**src/rtl/ivh_pkg.sv**
```systemverilog
package ivh_pkg;
   localparam int CFG_W   = 6;
   localparam int EN_BIT  = 4;
   localparam int FIQ_BIT = 5;
   localparam int ADR_W   = 12;

   localparam logic [ADR_W-1:0] ADR_CTRL = 12'h000;
   localparam logic [ADR_W-1:0] ADR_BASE = 12'h004;
   localparam logic [ADR_W-1:0] ADR_VECT = 12'h008;
   localparam logic [ADR_W-1:0] ADR_ACK  = 12'h00C;
   localparam logic [ADR_W-1:0] ADR_SRC0 = 12'h100;

   typedef enum logic [1:0] {
      CFG_WRITE = 2'd0,
      CFG_SET   = 2'd1,
      CFG_CLR   = 2'd2,
      CFG_NONE  = 2'd3
   } cfg_op_e;

   typedef enum logic {
      SV_IDLE = 1'b0,
      SV_BUSY = 1'b1
   } svc_e;
endpackage

```
**src/rtl/ivh_src_bank.sv**
```systemverilog
module ivh_src_bank
   import ivh_pkg::*;
#(
   parameter int NUM_SRC = 32,
   parameter int PRIO_W  = 2,
   localparam int IDX_W  = (NUM_SRC > 1) ? $clog2(NUM_SRC) : 1
) (
   input  logic                      clk,
   input  logic                      rst_n,
   input  logic                      srst,
   input  cfg_op_e                   wr_op,
   input  logic [IDX_W-1:0]          wr_idx,
   input  logic [CFG_W-1:0]          wr_data,
   input  logic [IDX_W-1:0]          rd_idx,
   output logic [CFG_W-1:0]          rd_cfg,
   output logic [NUM_SRC-1:0]        en_o,
   output logic [NUM_SRC-1:0]        fiq_o,
   output logic [NUM_SRC*PRIO_W-1:0] prio_o
);
   localparam logic [CFG_W-1:0] FIELD_MASK =
      CFG_W'((1 << EN_BIT) | (1 << FIQ_BIT) | ((1 << PRIO_W) - 1));

   logic [CFG_W-1:0] cfg_q [NUM_SRC];
   logic [CFG_W-1:0] wdat_m;

   assign wdat_m = wr_data & FIELD_MASK;

   always_ff @(posedge clk or negedge rst_n) begin
      if (!rst_n) begin
         for (int i = 0; i < NUM_SRC; i++) cfg_q[i] <= '0;
      end else if (srst) begin
         for (int i = 0; i < NUM_SRC; i++) cfg_q[i] <= '0;
      end else begin
         for (int i = 0; i < NUM_SRC; i++) begin
            if (wr_idx == IDX_W'(i)) begin
               case (wr_op)
                  CFG_WRITE: cfg_q[i] <= wdat_m;
                  CFG_SET:   cfg_q[i] <= cfg_q[i] | wdat_m;
                  CFG_CLR:   cfg_q[i] <= cfg_q[i] & ~wdat_m;
                  default:   cfg_q[i] <= cfg_q[i];
               endcase
            end
         end
      end
   end

   for (genvar g = 0; g < NUM_SRC; g++) begin : g_fan
      assign en_o[g]                    = cfg_q[g][EN_BIT];
      assign fiq_o[g]                   = cfg_q[g][FIQ_BIT];
      assign prio_o[g*PRIO_W +: PRIO_W] = cfg_q[g][PRIO_W-1:0];
   end

   assign rd_cfg = cfg_q[rd_idx];

   assert_srst_clears_R10: assert property (@(posedge clk) disable iff (!rst_n)
      srst |=> (en_o == '0 && fiq_o == '0 && prio_o == '0));

   assert_set_enable_R3: assert property (@(posedge clk) disable iff (!rst_n)
      (wr_op == CFG_SET && wr_data[EN_BIT] && !srst) |=> en_o[$past(wr_idx)]);
endmodule

```
**src/rtl/ivh_arbiter.sv**
```systemverilog
module ivh_arbiter #(
   parameter int NUM_SRC = 32,
   parameter int PRIO_W  = 2,
   localparam int IDX_W  = (NUM_SRC > 1) ? $clog2(NUM_SRC) : 1
) (
   input  logic [NUM_SRC-1:0]        req,
   input  logic [NUM_SRC*PRIO_W-1:0] prio,
   output logic                      any_o,
   output logic [IDX_W-1:0]          win_o
);
   logic [PRIO_W-1:0] best_p;

   always_comb begin
      any_o  = 1'b0;
      win_o  = '0;
      best_p = '0;
      for (int i = NUM_SRC - 1; i >= 0; i--) begin
         if (req[i] && (!any_o || prio[i*PRIO_W +: PRIO_W] >= best_p)) begin
            any_o  = 1'b1;
            win_o  = IDX_W'(i);
            best_p = prio[i*PRIO_W +: PRIO_W];
         end
      end
   end

   always_comb begin
      if (any_o) begin
         assert_win_requesting_R6: assert (req[win_o]);
      end
   end
endmodule

```
**src/rtl/irq_vector_hub.sv**
```systemverilog
module irq_vector_hub
   import ivh_pkg::*;
#(
   parameter int NUM_SRC = 32,
   parameter int PRIO_W  = 2,
   parameter int DATA_W  = 32,
   localparam int IDX_W  = (NUM_SRC > 1) ? $clog2(NUM_SRC) : 1
) (
   input  logic               clk,
   input  logic               rst_n,
   input  logic [NUM_SRC-1:0] src_req,
   input  logic               bus_wr,
   input  logic [11:0]        bus_addr,
   input  logic [DATA_W-1:0]  bus_wdata,
   output logic [DATA_W-1:0]  bus_rdata,
   output logic               irq_o,
   output logic               fiq_o
);
   if (NUM_SRC < 2 || NUM_SRC > 32) begin : g_bad_nsrc
      $error("irq_vector_hub: NUM_SRC must lie in 2..32");
   end
   if (PRIO_W < 1 || PRIO_W > 4) begin : g_bad_prio
      $error("irq_vector_hub: PRIO_W must lie in 1..4");
   end
   if (DATA_W != 32) begin : g_bad_data
      $error("irq_vector_hub: DATA_W must be 32");
   end

   localparam int SRST_BIT = DATA_W - 1;

   logic              final_en_q;
   logic [DATA_W-1:0] base_q;
   svc_e              state_q;
   logic [IDX_W-1:0]  held_idx_q;

   logic wr_ctrl, wr_base, wr_vect, wr_ack, srst;
   assign wr_ctrl = bus_wr && bus_addr == ADR_CTRL;
   assign wr_base = bus_wr && bus_addr == ADR_BASE;
   assign wr_vect = bus_wr && bus_addr == ADR_VECT;
   assign wr_ack  = bus_wr && bus_addr == ADR_ACK;
   assign srst    = wr_ctrl && bus_wdata[SRST_BIT];

   logic [11:0]      src_off;
   logic             src_hit;
   logic [IDX_W-1:0] src_idx;
   cfg_op_e          cfg_op;
   assign src_off = bus_addr - ADR_SRC0;
   assign src_hit = (bus_addr >= ADR_SRC0) && ({4'd0, src_off[11:4]} < 12'(NUM_SRC));
   assign src_idx = src_off[4 +: IDX_W];
   assign cfg_op  = (bus_wr && src_hit) ? cfg_op_e'(src_off[3:2]) : CFG_NONE;

   logic [NUM_SRC-1:0]        en_v, steer_v;
   logic [NUM_SRC*PRIO_W-1:0] prio_v;
   logic [CFG_W-1:0]          rd_cfg;

   ivh_src_bank #(.NUM_SRC(NUM_SRC), .PRIO_W(PRIO_W)) u_bank (
      .clk     (clk),
      .rst_n   (rst_n),
      .srst    (srst),
      .wr_op   (cfg_op),
      .wr_idx  (src_idx),
      .wr_data (bus_wdata[CFG_W-1:0]),
      .rd_idx  (src_idx),
      .rd_cfg  (rd_cfg),
      .en_o    (en_v),
      .fiq_o   (steer_v),
      .prio_o  (prio_v)
   );

   logic [NUM_SRC-1:0] irq_req;
   logic               any_pend;
   logic [IDX_W-1:0]   win_idx;
   assign irq_req = src_req & en_v & ~steer_v;
   assign fiq_o   = |(src_req & en_v & steer_v);

   ivh_arbiter #(.NUM_SRC(NUM_SRC), .PRIO_W(PRIO_W)) u_arb (
      .req   (irq_req),
      .prio  (prio_v),
      .any_o (any_pend),
      .win_o (win_idx)
   );

   logic entry, ack;
   assign entry = wr_vect && state_q == SV_IDLE && any_pend;
   assign ack   = wr_ack && bus_wdata[0] && state_q == SV_BUSY;

   always_ff @(posedge clk or negedge rst_n) begin
      if (!rst_n) begin
         final_en_q <= 1'b0;
         base_q     <= '0;
         state_q    <= SV_IDLE;
         held_idx_q <= '0;
      end else begin
         if (wr_ctrl) final_en_q <= bus_wdata[0];
         if (wr_base) base_q     <= bus_wdata;
         if (srst) begin
            state_q <= SV_IDLE;
         end else if (entry) begin
            state_q    <= SV_BUSY;
            held_idx_q <= win_idx;
         end else if (ack) begin
            state_q <= SV_IDLE;
         end
      end
   end

   assign irq_o = final_en_q && any_pend && state_q == SV_IDLE;

   logic [IDX_W-1:0]  cur_idx;
   logic [DATA_W-1:0] vector;
   assign cur_idx = (state_q == SV_BUSY) ? held_idx_q : win_idx;
   assign vector  = base_q + (DATA_W'(cur_idx) << 2);

   always_comb begin
      bus_rdata = '0;
      if (bus_addr == ADR_CTRL)      bus_rdata[0] = final_en_q;
      else if (bus_addr == ADR_BASE) bus_rdata    = base_q;
      else if (bus_addr == ADR_VECT) bus_rdata    = vector;
      else if (src_hit)              bus_rdata    = DATA_W'(rd_cfg);
   end

   assert_busy_quiet_R7: assert property (@(posedge clk) disable iff (!rst_n)
      state_q == SV_BUSY |-> !irq_o);

   assert_vector_held_R7: assert property (@(posedge clk) disable iff (!rst_n)
      (state_q == SV_BUSY && $past(state_q) == SV_BUSY) |-> $stable(held_idx_q));

   assert_irq_gate_R4: assert property (@(posedge clk) disable iff (!rst_n)
      irq_o |-> final_en_q);

   assert_ack_release_R8: assert property (@(posedge clk) disable iff (!rst_n)
      (wr_ack && bus_wdata[0] && state_q == SV_BUSY) |=> state_q == SV_IDLE);

   assert_fiq_not_vectored_R9: assert property (@(posedge clk) disable iff (!rst_n)
      any_pend |-> !steer_v[win_idx]);
endmodule

```
**config.mk**
```make
export PLATFORM = sky130hd
export DESIGN_NAME = irq_vector_hub
export DESIGN_NICKNAME = d
export VERILOG_FILES = /design/src/rtl/ivh_pkg.sv /design/src/rtl/ivh_src_bank.sv /design/src/rtl/ivh_arbiter.sv /design/src/rtl/irq_vector_hub.sv
export SDC_FILE = /design/constraint.sdc
export NUM_CORES = 1
export LEC_CHECK = 0
export CORE_MARGIN = 2
export CORE_UTILIZATION = 45
export DETAILED_ROUTE_END_ITERATION = 16
export PLACE_DENSITY = 0.63
export SETUP_SLACK_MARGIN = 0.15
export SYNTH_ARGS = -nofsm -noshare
export SYNTH_HDL_FRONTEND = slang
export SYNTH_SLANG_ARGS = --single-unit
```
**constraint.sdc**
```tcl
create_clock -name clk -period 113.1 [get_ports clk]
set_input_delay 33.93 -clock clk [delete_from_list [all_inputs] [get_ports clk]]
set_output_delay 33.93 -clock clk [all_outputs]
set_load 0.03 [all_outputs]
```
==> results of run 1 <==
[routing by layer]
layer	vias up	track usage (%)	wire, um
li1	5326	-	-
met1	5581	41.58	17860
met2	541	45.01	18180
met3	82	5.082	3545
met4	0	9.452	1142
met5	-	0	0
[synth_stat cells (all sizes together) (10+ instances only)]
cell type    n  area [um2]
o21ai      301        1518
inv         60       225.2
mux2i       11       110.1
nor2        96       360.4
o22ai       10       62.56
and2        18       112.6
dfrtp      167        4179
a21oi       72       360.4
nand3       60       305.3
nand2      112       420.4
nand3b      16       145.1
nand4       14       87.58
ha          48       600.6
mux2        45       521.8
xor2        16       140.1
nand2b      33       206.5
and3        13       81.33
mux4        40       900.9
clkbuf      42       157.7
nor3        32       160.2
nor2b       13       81.33
[cell usage in the layout, fill, tap and decap left out, types with 7 or more instances in the layout]
cell type and instances:
a21oi_1 68, a22oi_1 8, and2_1 17, and3_1 13, buf_4 31, clkbuf_16 17
clkdlybuf4s50_1 92, dfrtp_1 167, dlymetal6s2s_1 11, ha_1 48, inv_1 60, maj3_1 8
mux2_2 41, mux2i_1 9, mux4_2 40, nand2_1 112, nand2b_1 33, nand3_1 58
nand3b_1 14, nand4_1 14, nor2_1 94, nor2b_1 13, nor3_1 25, nor3_2 7
nor4_1 8, o211ai_1 7, o21ai_0 285, o21ai_1 9, o22ai_1 9, o31a_1 8
or2_2 9, or3_1 8, xor2_1 16
[per-stage QoR]
step           hold WS (ps)  utilization, %  total power, uW  std cells  TNS, ps
2_1_floorplan         449.8               -            95.72       1382        0
3_3_place_gp          463.0           51.72            110.0       1795        0
3_5_place_dp          471.8           51.72            110.8       1795    -3632
4_1_cts               487.3           54.05            170.0       1827        0
5_1_grt               518.2           55.17            182.0       1842    -1182
6_report              479.3           55.17            172.5       1842        0
[kinds of logic (layout without fill, tap and decap cells)]
logic type,after synthesis,count (layout),synth area share [%]
muxes,96,96,12.71
xor gates and xnor gates,22,22,1.597
AOI/OAI and AO/OA,472,473,22.54
adders and majority gates,57,57,5.809
buffers and inverters,112,236,3.495
DFF,167,167,34.64
and+or+nand+nor,456,456,19.21
[layout make-up]
class,instances,area [um2]
Clock buffer,17,425.4
Clock inverter,15,155.1
Fill cell,2376,11750
Inverter,61,229.0
Multi-Input combinational cell,1104,7706
Sequential cell,167,4179
Tap cell,335,419.2
Timing Repair Buffer,143,1345
[worst min-delay path, delay by kind of cell (launching register included)]
kind | cells | cell delay (ps)
DFF | 1 | 340
AOI/OAI and AO/OA | 1 | 60
and+or+nand+nor | 1 | 40
[where the power goes]
group / switching, uW / internal [uW] / leakage [uW] / total, uW
sequential: 3.79 / 62.6 / 0.00231 / 66.4
clock: 29.3 / 29.5 / 0.000288 / 58.8
combinational: 26.2 / 21.1 / 0.00364 / 47.3
[final timing paths]
path	endpoint	slack [ps]	cells past startpoint
worst max-delay path	bus_rdata[30]	2530	207
worst min-delay path	base_q[1]	480	2
worst max register to register	held_idx_q[3]	72390	195
worst min register to register	base_q[1]	480	2
max in group asynchronous	u_bank.fiq_o[26]	78110	2
min in group asynchronous	u_bank.prio_o[1]	33590	1
[sequential cells by signal, summed over array words and instances, names as in the netlist]
register / flops
base_q: 32
final_en_q: 1
u_bank.fiq_o: 32
u_bank.en_o: 32
held_idx_q: 5
u_bank.prio_o: 64
state_q: 1
[what timing repair did]
| item | in CTS | in global routing |
|---|---|---|
| resized for setup | 5 | 61 |
| pin swaps | 0 | 11 |
| buffers inserted | 0 | 14 |
| hold endpoints to repair | 0 | 0 |
| setup endpoints to repair | 24 | 30 |
| cloned | 0 | 1 |
==> results.yml, run 1 <==
global_routing:
  grt_max_degree: 105
  grtUsageTotal_pct: 29.08
  overflow: 0
  grt_pass1_vias: 10830
  antenna_found_initial: 0
  grt_pass1_wl_um: 63150
sta:
  slew_violations: 0
  setup_slack_ps: 2528
  maxSlewHeadroom_pct: 23.36
  final.period_utilization_pct: 97.77
  hold_viol: 0
  clock.fmax_mhz: 9.044
  period_needed_ps: 110570
  rsz0062_at_grt: "yes"
  setup_viol: 0
  finalClockSkew_ps: 12.84
  tightest_slew_ps: 1150
die:
  die_y_um: 167.7
  dieArea_um2: 28130
  core_um2: 26210
  ios: 113
  start_util_pct: 46.03
  row_count: 59
  die_x_um: 167.7
placed_design:
  place_ws_ps: -583.1
  placed_area_um2: 13550
  gp_congestion: 0.9717
  dp_hpwl_um: 29120
  portBuffers: 112
synth:
  ys_seq_elements: 167
  synth-edff-count: 0
  syn_area_um2: 12060
  synth_top_flop_cell: "dfrtp_1"
  yosysSeqAreaShare_pct: 34.64
  synthesis.nets: 1510
  syn_inst: 1382
  synth_async_sr_flop_share_pct: 100.0
  netlist-cell-type-count: 77
  ys_warn_count: 0
  syn-mean-instance-area_um2: 8.729
setup_path:
  slowest_stage: "clkdlybuf4s50_1"
  cp.required_ps: 79170
  cp_max_fo: 10
  critPathLaunchType: "input pin"
  crit_start: "src_req[31]"
  crit_type: "input pin to output port"
  cp_top_family: "compound AO/OA/AOI/OAI gates"
  crit_top_cell: "ha_1"
  critPathMaxStageDelay_ps: 470
  cp.arrival_ps: 76640
  r2r-start: "u_bank.en_o[31]"
  critPathCaptureType: "output port"
  crit_buf_inv: 5
detailed_routing:
  totalWireLength_um: 40730
  drc: 0
  dr.first_iter.drc_count: 1240
  wl_per_cell_um: 22.11
  antenna_left: 0
  via_per_inst: 6.260
  vias: 11530
  first_pass_iters: 5
clocking:
  clockBufferDepth: 2
  clockRootBuffer: "clkbuf_16"
  holdBufCountCts: 0
  clk_latency_ps: 450
  cts-htree-levels: 4
  cts_tree: "yes"
  numCtsBuffers: 17
  cts.clk_slew.worst_paths_ps: 70
  clkSinkCount: 167
power_and_ir_drop:
  worst_ir_drop_vdd_mv: 0.008366
  power-per-cell-area_nw_per_um2: 11.93
  power_leakage_uw: 0.006239
status:
  status: "finished, final reports clean"
cells_and_area:
  fin_area_um2: 14460
  antennaDiodeCount: 0
  fin_nets: 1622
  area_growth_pct: 19.86
  layout-drive-gt1-share_pct: 14.13
run:
  drv_cap: 0
worst_hold_path:
  hp-start: "base_q[1]"
  hold_class: "flip-flop to flip-flop"
(Power assumes the default switching activity.)
==> inputs of run 2 (changes only) <==
--- a/config.mk
+++ b/config.mk
@@ -8,8 +8,10 @@
 export CORE_MARGIN = 2
 export CORE_UTILIZATION = 45
 export DETAILED_ROUTE_END_ITERATION = 16
+export GPL_TIMING_DRIVEN = 0
 export PLACE_DENSITY = 0.63
 export SETUP_SLACK_MARGIN = 0.15
+export SKIP_CTS_REPAIR_TIMING = 1
 export SYNTH_ARGS = -nofsm -noshare
 export SYNTH_HDL_FRONTEND = slang
 export SYNTH_SLANG_ARGS = --single-unit
==> run 2 against run 1 <==
  * Combinational power increased by 5.3%
  * Sequential share of layout area decreased by 0.77 points
  * Core utilization increased by 1.5 points
  * Design area increased by 2.7%
  * Maximum frequency about the same
  * Die area unchanged
  * Clock-buffer cell count unchanged
  * Routed wire length increased by 5.7%
  * Clock skew about the same
  * Non-clock buffer count increased by 53
  * Critical endpoint is now bus_rdata[23]
==> results.yml, run 2 (synthesis results as in run 1) <==
detailed_routing:
  wl_per_cell_um: 22.73
  first_pass_iters: 5
  vias: 11830
  via_per_inst: 6.247
  totalWireLength_um: 43050
  drc: 0
  dr.first_iter.drc_count: 1054
  antenna_left: 0
global_routing:
  grt_pass1_wl_um: 64980
  grtUsageTotal_pct: 30.42
  antenna_found_initial: 1
  overflow: 0
  grt_pass1_vias: 11040
  grt_max_degree: 99
sta:
  hold_viol: 0
  finalClockSkew_ps: 12.52
  tightest_slew_ps: 1149
  slew_violations: 0
  period_needed_ps: 110510
  final.period_utilization_pct: 97.71
  maxSlewHeadroom_pct: 23.43
  clock.fmax_mhz: 9.049
  finalSetupTns_ps: 0
  setup_slack_ps: 2593
  setup_viol: 0
placed_design:
  portBuffers: 112
  place_ws_ps: -2760
  gp_congestion: 1.051
  dp_hpwl_um: 33210
status:
  status: "finished, final reports clean"
setup_path:
  critPathLaunchType: "input pin"
  cp_max_fo: 8
  cp.arrival_ps: 76580
  critPathCaptureType: "output port"
  crit_type: "input pin to output port"
  cp.required_ps: 79170
  slowest_stage: "or3b_2"
  critPathMaxStageDelay_ps: 500
  crit_top_cell: "ha_1"
clocking:
  clk_latency_ps: 450
  cts_tree: "yes"
  clockRootBuffer: "clkbuf_16"
  cts-htree-levels: 4
  clkSinkCount: 167
  clockBufferDepth: 2
  cts.clk_slew.worst_paths_ps: 70
  numCtsBuffers: 17
cells_and_area:
  antennaDiodeCount: 0
  fin_nets: 1674
  area_growth_pct: 23.13
  fin_util_pct: 56.68
  layout_common_cells: "o21ai_0 (285), dfrtp_1 (167), nand2_1 (112)"
  layout.cells.most_common: "o21ai_0"
  layout-drive-gt1-share_pct: 13.92
  largest_reg_flops: 64
die:
  ios: 113
  die_y_um: 167.7
  dieArea_um2: 28130
  start_util_pct: 46.03
  row_count: 59
  die_x_um: 167.7
  core_um2: 26210
power_and_ir_drop:
  power-per-cell-area_nw_per_um2: 12.09
  power_leakage_uw: 0.006473
  worst_ir_drop_vdd_mv: 0.01006
  totalPowerFinal_uw: 179.5
worst_hold_path:
  hold_class: "flip-flop to flip-flop"
run:
  drv_cap: 0
run 2: cell types whose count changed in the layout (fill, tap and decap cells not counted), sizes merged:
cell,previous run,this run
dlymetal6s2s,11,18
buf,36,45
clkbuf,21,62
inv,68,65
clkdlybuf4s50,92,88
bufinv,0,2
clkinv,8,9
o31a,8,7
run 2: final cells by class:
type	count	area (um2)
Fill cell	2403	11350
Multi-Input combinational cell	1103	7779
Sequential cell	167	4179
Timing Repair Buffer	145	1416
Clock buffer	17	425.4
Tap cell	335	419.2
Inverter	61	229.0
Clock inverter	15	211.5
Buffer	51	193.9
run 2: worst max-delay path, delay by kind of cell:
kind                       cells  cell delay (ps)
AOI/OAI and AO/OA             68            13600
and+or+nand+nor               81            11450
adders and majority gates     38            10450
muxes                         17             5780
buffers and inverters          5             1160
xor gates and xnor gates       1              110
run 2: worst paths after layout:
kind | start | endpoint | slack, ps | cells after the start
worst min-delay path | base_q[1] | base_q[1] | 480 | 2
worst max register to register | u_bank.en_o[31] | held_idx_q[3] | 72440 | 198
max in group asynchronous | rst_n | u_bank.fiq_o[21] | 78760 | 2
min in group asynchronous | rst_n | held_idx_q[0] | 33420 | 1
worst min register to register | base_q[1] | base_q[1] | 480 | 2
worst max-delay path | src_req[31] | bus_rdata[23] | 2590 | 210
run 2: through the flow:
step | cells | hold WS [ps] | instance area, um2
2_1_floorplan | 1382 | 449.8 | 12060
3_3_place_gp | 1829 | 466.2 | 13600
3_5_place_dp | 1830 | 470.1 | 13640
4_1_cts | 1862 | 486.2 | 14270
5_1_grt | 1894 | 505.0 | 14850
6_report | 1894 | 482.7 | 14850
run 2: per-layer routing:
metal | vias up | track usage [%] | wire [um] | share of wire, %
met5 | - | 0 | 0 | 0
met4 | 0 | 11.19 | 1532 | 3.6
met3 | 85 | 5.412 | 3700 | 8.6
met2 | 581 | 47.88 | 19390 | 45
met1 | 5727 | 42.21 | 18430 | 43
li1 | 5438 | - | - | -
run 2: report_power, final:
part	leakage, uW	switching (uW)	internal (uW)
clock	0.000309	29.2	34.0
combinational	0.00385	27.9	21.9
sequential	0.00231	3.83	62.6
==> inputs of run 3 (changes only) <==
--- a/config.mk
+++ b/config.mk
@@ -5,11 +5,13 @@
 export SDC_FILE = /design/constraint.sdc
 export NUM_CORES = 1
 export LEC_CHECK = 0
+export CELL_PAD_IN_SITES_DETAIL_PLACEMENT = 1
+export CELL_PAD_IN_SITES_GLOBAL_PLACEMENT = 1
 export CORE_MARGIN = 2
 export CORE_UTILIZATION = 45
 export DETAILED_ROUTE_END_ITERATION = 16
 export GPL_TIMING_DRIVEN = 0
-export PLACE_DENSITY = 0.63
+export PLACE_DENSITY = 0.8
 export SETUP_SLACK_MARGIN = 0.15
 export SKIP_CTS_REPAIR_TIMING = 1
 export SYNTH_ARGS = -nofsm -noshare
==> run 3 against run 2 <==
  * Register-to-register slack got worse by 1200 ps
  * Maximum frequency decreased by 1.0%
  * Via count increased by 5.3%
  * Core utilization increased by 0.48 points
  * Design area increased by 0.85%
  * Power increased by 3.7%
  * Clock skew increased by 2.5 ps
  * Worst setup slack got worse by 1100 ps
  * Combinational power increased by 10%
  * Clock-buffer cell count increased by 2
  * Cell count increased by 0.26%
  * Global-route usage increased by 2.8 points
==> results.yml, run 3 (synthesis results as in run 1) <==
status:
  status: "finished, final reports clean"
power_and_ir_drop:
  power-per-cell-area_nw_per_um2: 12.43
  totalPowerFinal_uw: 186.2
  power_leakage_uw: 0.006514
  worst_ir_drop_vdd_mv: 0.01163
setup_path:
  cp.required_ps: 79170
  critPathCaptureType: "output port"
  crit_top_cell: "ha_1"
  slowest_stage: "or3b_2"
  critPathMaxStageDelay_ps: 510
  critPathLaunchType: "input pin"
  cp.arrival_ps: 77690
  cp_max_fo: 8
  crit_type: "input pin to output port"
global_routing:
  grt_max_degree: 117
  overflow: 0
  grtUsageTotal_pct: 33.24
  grt_pass1_vias: 12470
  grt_pass1_wl_um: 71430
  antenna_found_initial: 0
detailed_routing:
  via_per_inst: 6.559
  vias: 12460
  dr.first_iter.drc_count: 1109
  first_pass_iters: 6
  wl_per_cell_um: 25.61
  drc: 0
  antenna_left: 0
  totalWireLength_um: 48630
clocking:
  cts-htree-levels: 4
  cts_tree: "yes"
  clk_latency_ps: 450
  cts.clk_slew.worst_paths_ps: 60
  clockBufferDepth: 2
  clockRootBuffer: "clkbuf_16"
  clkSinkCount: 167
  numCtsBuffers: 17
cells_and_area:
  area_growth_pct: 24.18
  largest_reg_flops: 64
  layout_common_cells: "o21ai_0 (284), dfrtp_1 (167), nand2_1 (110)"
  fin_nets: 1679
  finish.cell_count_without_fillers: 1899
  antennaDiodeCount: 0
  layout.cells.most_common: "o21ai_0"
  layout-drive-gt1-share_pct: 15.15
die:
  die_y_um: 167.7
  start_util_pct: 46.03
  ios: 113
  die_x_um: 167.7
  core_um2: 26210
  dieArea_um2: 28130
  row_count: 59
sta:
  tightest_slew_ps: 1177
  finalHoldWorstSlack_ps: 488.3
  finalSetupTns_ps: 0
  hold_viol: 0
  final.period_utilization_pct: 98.69
  finalClockSkew_ps: 14.98
  clock.fmax_mhz: 8.959
  setup_viol: 0
  slew_violations: 0
  maxSlewHeadroom_pct: 21.52
  period_needed_ps: 111620
worst_hold_path:
  hold_class: "flip-flop to flip-flop"
placed_design:
  portBuffers: 112
  gp_congestion: 0.9830
  dp_hpwl_um: 35910
  dp_cells: 1830
run:
  drv_cap: 0
## run 3: final timing paths
kind / start / endpoint / slack [ps] / depth (start not counted)
max: src_req[31] / bus_rdata[23] / 1480 / 207
min: held_idx_q[2] / held_idx_q[2] / 490 / 2
max in group asynchronous: rst_n / u_bank.en_o[22] / 78760 / 2
max reg2reg: u_bank.en_o[31] / held_idx_q[4] / 71220 / 196
min reg2reg: held_idx_q[2] / held_idx_q[2] / 490 / 2
min in group asynchronous: rst_n / final_en_q / 33390 / 1
## run 3: layout make-up
type	count	area (um2)
buffer	51	193.9
inverter	61	229.0
multi-input combinational	1103	7870
clock buffer	19	452.9
sequential	167	4179
clock inverter	13	178.9
tap	335	419.2
timing repair buffer	150	1456
fill	3068	11230
## run 3: stage by stage
stage / instance area, um2 / utilization (%) / setup WS, ps
2_1_floorplan: 12060 / - / 4659
3_3_place_gp: 13600 / 51.91 / -2170
3_5_place_dp: 13640 / 52.03 / -3689
4_1_cts: 14270 / 54.44 / -4053
5_1_grt: 14980 / 57.16 / -922.7
6_report: 14980 / 57.16 / 1480
## run 3: metal layers
| metal | track usage, % | share of wire [%] | up-vias |
|---|---|---|---|
| met3 | 4.703 | 5.6 | 162 |
| met4 | 19.17 | 6.2 | 0 |
| met5 | 0 | 0 | - |
| li1 | - | - | 5434 |
| met1 | 41.24 | 40 | 6299 |
| met2 | 55.71 | 48 | 561 |
## run 3: worst max-delay path, delay by kind of cell
kind / cells / cell delay, ps
compound gates: 65 / 13640
simple gates: 81 / 12270
fa+ha+maj: 38 / 10690
mux: 17 / 5840
buf+inv: 5 / 1120
xor+xnor: 1 / 120
## run 3: power by group
part,switching [uW],internal (uW)
sequential,4.08,62.6
combinational,31.3,23.5
clock,28.0,36.7
total,63.4,123
